**src/rtl/pirq_pkg.sv**
```systemverilog
package pirq_pkg;
   localparam int SLOT_W       = 8;
   localparam int SRC_IDX_W    = 7;
   localparam int SRC_SPAN     = 1 << SRC_IDX_W;
   localparam int CH_PER_SLOTR = 32 / SLOT_W;
   localparam int CH_PER_SNSR  = 16;
   localparam logic [31:0] OFS_STATUS = 32'h0000_0020;
   localparam logic [31:0] OFS_SENSE  = 32'h0000_0024;
   localparam logic [31:0] OFS_SLOT   = 32'h0000_0030;
   localparam logic [31:0] OFS_MASK   = 32'h0001_0020;

   typedef enum logic [1:0] {
      SNS_RISE = 2'd0,
      SNS_FALL = 2'd1,
      SNS_HIGH = 2'd2,
      SNS_LOW  = 2'd3
   } sense_e;
endpackage

```
**src/rtl/pirq_sync.sv**
```systemverilog
module pirq_sync #(
   parameter int W      = 128,
   parameter int STAGES = 2
) (
   input  logic         clk,
   input  logic         rst_n,
   input  logic [W-1:0] d,
   output logic [W-1:0] q
);
   if (STAGES < 2) begin : g_bad
      $error("pirq_sync needs at least two stages");
   end

   logic [STAGES-1:0][W-1:0] pipe;

   always_ff @(posedge clk or negedge rst_n) begin
      if (!rst_n) pipe <= '0;
      else        pipe <= {pipe[STAGES-2:0], d};
   end

   assign q = pipe[STAGES-1];
endmodule

```
**src/rtl/pirq_regs.sv**
```systemverilog
module pirq_regs
   import pirq_pkg::*;
#(
   parameter int NUM_CH = 32,
   parameter int ADDR_W = 17,
   parameter int DATA_W = 32
) (
   input  logic                     clk,
   input  logic                     rst_n,
   input  logic                     bus_wr,
   input  logic [ADDR_W-1:0]        bus_addr,
   input  logic [DATA_W-1:0]        bus_wdata,
   output logic [DATA_W-1:0]        bus_rdata,
   input  logic [NUM_CH-1:0]        status_i,
   output logic [NUM_CH*SLOT_W-1:0] slot_o,
   output logic [NUM_CH*2-1:0]      sense_o,
   output logic [NUM_CH-1:0]        mask_o,
   output logic [NUM_CH-1:0]        clr_o
);
   localparam int N_SLOTR = NUM_CH / CH_PER_SLOTR;
   localparam int N_SNSR  = NUM_CH / CH_PER_SNSR;

   logic [N_SLOTR-1:0][DATA_W-1:0] slot_q;
   logic [N_SNSR-1:0][DATA_W-1:0]  sense_q;
   logic [NUM_CH-1:0]              mask_q;
   logic                           hit_status;

   assign hit_status = (bus_addr == ADDR_W'(OFS_STATUS));
   assign clr_o      = (bus_wr && hit_status) ? ~bus_wdata[NUM_CH-1:0] : '0;

   always_ff @(posedge clk or negedge rst_n) begin
      if (!rst_n) begin
         slot_q  <= '0;
         sense_q <= '0;
         mask_q  <= '0;
      end else if (bus_wr) begin
         for (int k = 0; k < N_SLOTR; k++)
            if (bus_addr == ADDR_W'(OFS_SLOT + 32'(4 * k))) slot_q[k] <= bus_wdata;
         for (int k = 0; k < N_SNSR; k++)
            if (bus_addr == ADDR_W'(OFS_SENSE + 32'(4 * k))) sense_q[k] <= bus_wdata;
         if (bus_addr == ADDR_W'(OFS_MASK)) mask_q <= bus_wdata[NUM_CH-1:0];
      end
   end

   always_comb begin
      bus_rdata = '0;
      if (hit_status) bus_rdata[NUM_CH-1:0] = status_i;
      if (bus_addr == ADDR_W'(OFS_MASK)) bus_rdata[NUM_CH-1:0] = mask_q;
      for (int k = 0; k < N_SLOTR; k++)
         if (bus_addr == ADDR_W'(OFS_SLOT + 32'(4 * k))) bus_rdata = slot_q[k];
      for (int k = 0; k < N_SNSR; k++)
         if (bus_addr == ADDR_W'(OFS_SENSE + 32'(4 * k))) bus_rdata = sense_q[k];
   end

   for (genvar c = 0; c < NUM_CH; c++) begin : g_fan
      assign slot_o[c*SLOT_W +: SLOT_W] =
         slot_q[c / CH_PER_SLOTR][SLOT_W*(c % CH_PER_SLOTR) +: SLOT_W];
      assign sense_o[2*c +: 2] =
         sense_q[c / CH_PER_SNSR][2*(c % CH_PER_SNSR) +: 2];
   end

   assign mask_o = mask_q;
endmodule

```
**src/rtl/pirq_chan.sv**
```systemverilog
module pirq_chan
   import pirq_pkg::*;
(
   input  logic                clk,
   input  logic                rst_n,
   input  logic [SRC_SPAN-1:0] src_vec,
   input  logic [SLOT_W-1:0]   slot,
   input  logic [1:0]          sense,
   input  logic                clr,
   output logic                status
);
   logic [SLOT_W-1:0] cfg_q;
   logic              prev_q;
   logic              sel;
   logic              en;
   logic              cfg_same;
   logic              edge_hit;
   sense_e            mode;

   assign en       = slot[SLOT_W-1];
   assign sel      = src_vec[slot[SRC_IDX_W-1:0]];
   assign cfg_same = (slot == cfg_q);
   assign mode     = sense_e'(sense);

   always_comb begin
      unique case (mode)
         SNS_RISE: edge_hit = sel & ~prev_q;
         SNS_FALL: edge_hit = ~sel & prev_q;
         default:  edge_hit = 1'b0;
      endcase
      edge_hit = edge_hit & en & cfg_same;
   end

   always_ff @(posedge clk or negedge rst_n) begin
      if (!rst_n) begin
         cfg_q  <= '0;
         prev_q <= 1'b0;
         status <= 1'b0;
      end else begin
         cfg_q  <= slot;
         prev_q <= sel;
         unique case (mode)
            SNS_HIGH: status <= en & sel;
            SNS_LOW:  status <= en & ~sel;
            default: begin
               if (edge_hit)  status <= 1'b1;
               else if (clr)  status <= 1'b0;
            end
         endcase
      end
   end
endmodule

```
**src/rtl/pin_irq_selector.sv**
```systemverilog
module pin_irq_selector
   import pirq_pkg::*;
#(
   parameter int NUM_CH      = 32,
   parameter int NUM_SRC     = 128,
   parameter int ADDR_W      = 17,
   parameter int DATA_W      = 32,
   parameter int SYNC_STAGES = 2
) (
   input  logic               clk,
   input  logic               rst_n,
   input  logic [NUM_SRC-1:0] gpio_in,
   input  logic               bus_wr,
   input  logic [ADDR_W-1:0]  bus_addr,
   input  logic [DATA_W-1:0]  bus_wdata,
   output logic [DATA_W-1:0]  bus_rdata,
   output logic [NUM_CH-1:0]  irq_o
);
   if (DATA_W != 32)                              begin : g_chk_dw  $error("DATA_W must be 32"); end
   if (NUM_CH % CH_PER_SNSR != 0 || NUM_CH > 32)  begin : g_chk_ch  $error("NUM_CH must be 16 or 32"); end
   if (NUM_SRC < 1 || NUM_SRC > SRC_SPAN)          begin : g_chk_src $error("NUM_SRC out of range"); end
   if (ADDR_W < 17)                               begin : g_chk_aw  $error("ADDR_W too small for mask offset"); end

   logic [NUM_SRC-1:0]        gpio_s;
   logic [SRC_SPAN-1:0]       src_vec;
   logic [NUM_CH*SLOT_W-1:0]  slot_w;
   logic [NUM_CH*2-1:0]       sense_w;
   logic [NUM_CH-1:0]         mask_w;
   logic [NUM_CH-1:0]         clr_w;
   logic [NUM_CH-1:0]         status_w;

   pirq_sync #(.W(NUM_SRC), .STAGES(SYNC_STAGES)) u_sync (
      .clk(clk), .rst_n(rst_n), .d(gpio_in), .q(gpio_s));

   if (NUM_SRC == SRC_SPAN) begin : g_full
      assign src_vec = gpio_s;
   end else begin : g_pad
      assign src_vec = {{(SRC_SPAN-NUM_SRC){1'b0}}, gpio_s};
   end

   pirq_regs #(.NUM_CH(NUM_CH), .ADDR_W(ADDR_W), .DATA_W(DATA_W)) u_regs (
      .clk(clk), .rst_n(rst_n), .bus_wr(bus_wr), .bus_addr(bus_addr),
      .bus_wdata(bus_wdata), .bus_rdata(bus_rdata), .status_i(status_w),
      .slot_o(slot_w), .sense_o(sense_w), .mask_o(mask_w), .clr_o(clr_w));

   for (genvar c = 0; c < NUM_CH; c++) begin : g_ch
      pirq_chan u_chan (
         .clk(clk), .rst_n(rst_n), .src_vec(src_vec),
         .slot(slot_w[c*SLOT_W +: SLOT_W]), .sense(sense_w[2*c +: 2]),
         .clr(clr_w[c]), .status(status_w[c]));
   end

   assign irq_o = status_w & ~mask_w;
endmodule

```
**config.mk**
```make
export PLATFORM = sky130hd
export DESIGN_NAME = pin_irq_selector
export DESIGN_NICKNAME = d
export VERILOG_FILES = /design/src/rtl/pirq_pkg.sv /design/src/rtl/pirq_sync.sv /design/src/rtl/pirq_regs.sv /design/src/rtl/pirq_chan.sv /design/src/rtl/pin_irq_selector.sv
export SDC_FILE = /design/constraint.sdc
export NUM_CORES = 2
export LEC_CHECK = 0
export BUFFER_PORTS_ARGS = -buffer_cell sky130_fd_sc_hd__buf_4
export CAP_MARGIN = 20
export CELL_PAD_IN_SITES_DETAIL_PLACEMENT = 0
export CELL_PAD_IN_SITES_GLOBAL_PLACEMENT = 1
export CORE_ASPECT_RATIO = 2
export CORE_MARGIN = 2
export CORE_UTILIZATION = 30
export CTS_BUF_LIST = sky130_fd_sc_hd__clkbuf_8
export DETAILED_ROUTE_END_ITERATION = 10
export MAX_ROUTING_LAYER = met4
export PLACE_DENSITY_LB_ADDON = 0.05
export SLEW_MARGIN = 5
export SYNTH_ARGS = -nofsm -noshare
export SYNTH_HDL_FRONTEND = slang
export SYNTH_SLANG_ARGS = --single-unit
```
**constraint.sdc**
```tcl
create_clock -name clk -period 4.62 [get_ports clk]
set_clock_uncertainty 0.1 [all_clocks]
set_input_delay 0.924 -clock clk [delete_from_list [all_inputs] [get_ports clk]]
set_output_delay 0.924 -clock clk [all_outputs]
set_load 0.05 [all_outputs]
```
==> results_dict.tcl <==
set metrics [dict create \
    status "complete, no violations" \
    detail-route-antenna-nets 0 \
    crit_path_max_fanout 16 \
    clkSlewWorstSetupHoldPaths_ns 0.06 \
    cts_buffers 153 \
    postSynth.asyncResetShare_pct 100.0 \
    r2r_setup_slack_ns 0.60 \
    worstMarginPinSlew_ns 1.351 \
    syn_inst 5739 \
    synth_fp_nets 5919 \
    overflow 0 \
    power.sequential.fraction_pct 47.1 \
    synth_ff_type "dfrtp_1" \
    antenna_found_initial 85 \
    maxSlewHeadroom_pct 9.936 \
    drt-vias-per-instance 7.136 \
    cellLeakagePower_nw 31.18 \
    synth-seq-cells 928 \
    crit_type "primary input to output port" \
    layout-drive-gt1-share_pct 43.31 \
    report.final.setup_viol 0 \
    cts-htree-levels 4 \
    unrepaired_setup_endpoints_after_global_routing "false" \
    power.internal_mw 13.37 \
    floorplan.core_area_sq_um 231800 \
    setup_tns_ns 0 \
    design_power_total_mw 19.41 \
    synthTopCellsByArea "dfrtp_1 33%, mux4_2 30%, mux2_2 5.6%" \
    yosysSeqAreaShare_pct 33.22 \
    port_buffers 243 \
    power_switching_share_pct 31.14 \
    yosys.cell_types.count 73 \
    power.share.clock_pct 39.7 \
    root_buffer "clkbuf_8" \
    switching_power_mw 6.044 \
    max_clock_freq_mhz 217.4 \
    timing.critical_path.required_ns 3.60 \
    detailed_router_s_first_iteration_violation_count 9484 \
    routed_wl_um 502100 \
    first_global_vias 66010 \
    slew_viol_final 0 \
    hold_path_class "primary input to flip-flop" \
    post_drt_wl_per_cell_um 54.28 \
    hold_viol_final 0 \
    place_ws_ns -0.2180 \
    met2_routed_wl_um 237600 \
    gp_congestion 1.016 \
    routed-wl-met3_um 44930 \
    critical_path.startpoint_type "primary input" \
    initial_core_util_pct 30.16 \
    grt_use_total_pct 43.00 \
    synth-edff-count 0 \
    synth-warning-count 0 \
    worstPathArrival_ns 3.58 \
    cts_tree "done" \
    max_cap_viol_count 0 \
    floorplan.die_area_sq_um 237200 \
    route.vias.total 66010 \
    power.density_cell_area_nw_per_um2 235.1 \
    synth_top_area_share_pct 33.22 \
    vdd_drop_max_uv 241.8 \
    post-route-min-period_ns 4.600 \
    netlist_top_cells_count "928 x dfrtp_1, 928 x mux4_2, 635 x clkbuf_1, 350 x mux2_2, 333 x o22ai_1" \
    max-clock-path-buffers 4 \
    metal_1_wl_um 157100 \
    top_level_ports 244 \
    syn_avg_cell_area_sq_um 12.18 \
    synth.largest_area_cell "dfrtp_1" \
    worstSetupEndpointType "output port" \
    area_delta_synth_final_pct 18.07 \
    drcViolationCount 0 \
    rows 250 \
    route.top_layer_used "met4" \
    hpwlAfterDp_um 355100 \
    cts.sink_count 928 \
    clock_latency_ns 0.98 \
    die-height_um 686.7 \
    final_min_period_over_clock_period_pct 99.57 \
    fp.dieW_um 345.4 \
    final_net_count 6183 \
    netlist_area_sq_um 69910 \
    timing.final.ws_setup_ns 0.01966 \
    grt_first_pass_wirelength_um 655300 \
    drtPass1Iterations 6 \
    power.share.combinational_pct 13.2 \
    grt_start_max_net_pins 80 \
]
-- state kept, by name, indices dropped and copies added (netlist names) --
register,count
g_ch.u_chan.cfg_q,256
u_regs.slot_o,256
u_sync.pipe,128
u_sync.q,128
u_regs.sense_o,64
g_ch.u_chan.prev_q,32
g_ch.u_chan.status,32
u_regs.mask_o,32
-- power groups by stage --
stage,sequential [mW],clock [mW],combinational [mW]
2_1_floorplan,8.47,0,1.15
3_3_place_gp,9.21,0,2.34
3_5_place_dp,9.21,0,2.35
4_1_cts,9.06,7.91,2.41
5_1_grt,9.06,8.21,2.55
6_report,9.15,7.70,2.56
-- path summary, 6_finish.rpt --
path                                     from  cells past startpoint                       end
min in group asynchronous               rst_n                      2            u_sync.pipe[1]
hold reg to reg               u_sync.pipe[78]                      0              u_sync.q[78]
max in group asynchronous               rst_n                      4  g_ch[19].u_chan.cfg_q[2]
setup reg to reg           u_regs.slot_o[240]                      8    g_ch[30].u_chan.status
hold / removal                   gpio_in[119]                      1          u_sync.pipe[119]
setup / recovery                  bus_addr[1]                     13             bus_rdata[19]
-- repair_timing --
| item | 4_1_cts | 5_1_grt |
|---|---|---|
| buffers inserted | 0 | 0 |
| hold buffers | 78 | 0 |
| endpoints found under the hold margin | 108 | 0 |
| cloned | 2 | 0 |
| setup endpoints to repair | 7 | 3 |
| gates resized for setup | 7 | 3 |
| pin swaps | 1 | 1 |
-- layer usage --
metal	global-route usage, %	up-vias
met5	-	-
met4	41.99	0
met3	11.49	2396
met2	67.92	5505
met1	42.54	34650
li1	-	23460
-- final cells by class --
type | count | area, sq um
Tap cell | 3024 | 3784
Timing Repair Buffer | 969 | 8621
Clock inverter | 74 | 505.5
Antenna cell | 116 | 290.3
Clock buffer | 188 | 2587
Sequential cell | 928 | 23470
Inverter | 59 | 221.5
Multi-Input combinational cell | 3892 | 43070
Fill cell | 22770 | 149200
-- worst max-delay path, cell delays in order --
cell      delay [ns]
buf_4           0.11
nor4_2          0.28
buf_4           0.17
and4b_4         0.34
and3_4          0.25
buf_12          0.18
nor3_1          0.10
buf_4           0.15
nand3_1         0.06
a221oi_1        0.10
o31ai_2         0.50
buf_4           0.21
buf_4           0.19
-- placed cells by master, fill, tap and decap left out, types with 34 or more instances in the layout --
master	count
a22oi_1	130
a21oi_1	74
clkbuf_8	188
mux2i_1	168
xor2_1	75
nand4_1	62
or2_2	36
o22ai_1	333
o21ai_0	145
nand3_1	52
diode_2	116
mux4_2	928
dfrtp_1	792
buf_4	806
nand3b_1	46
dfrtp_2	105
or3_1	47
o22a_1	81
inv_1	108
xnor2_1	149
nor2b_1	93
nor3_1	91
buf_12	73
nor2_1	162
nor4_1	47
o211ai_1	34
dlygate4sd3_1	78
nand2_1	178
mux2_2	350
nand2b_1	118
-- per-stage QoR --
step / cell area (sq um) / cells / hold WS (ns) / util [%]
2_1_floorplan: 70000 / 5739 / 0.2312 / -
3_3_place_gp: 77960 / 8779 / 0.2326 / 33.64
3_5_place_dp: 78100 / 8784 / 0.2346 / 33.69
4_1_cts: 82050 / 9126 / 0.0007716 / 35.40
5_1_grt: 82470 / 9220 / -0.01554 / 35.58
6_report: 82550 / 9250 / 0.01476 / 35.61
-- cells by family (layout without fill, tap and decap cells) --
| kind of cell | after synthesis | after routing | synth area share (%) |
|---|---|---|---|
| AO/OA/AOI/OAI | 1051 | 1051 | 10.43 |
| XOR/XNOR | 224 | 224 | 2.806 |
| multiplexers | 1477 | 1477 | 38.80 |
| other | 0 | 116 | 0 |
| flip-flops | 928 | 928 | 33.22 |
| AND/OR/NAND/NOR | 1140 | 1140 | 9.195 |
| buffers and inverters | 919 | 1290 | 5.553 |
Note: power is estimated with default switching activity, not from simulation.
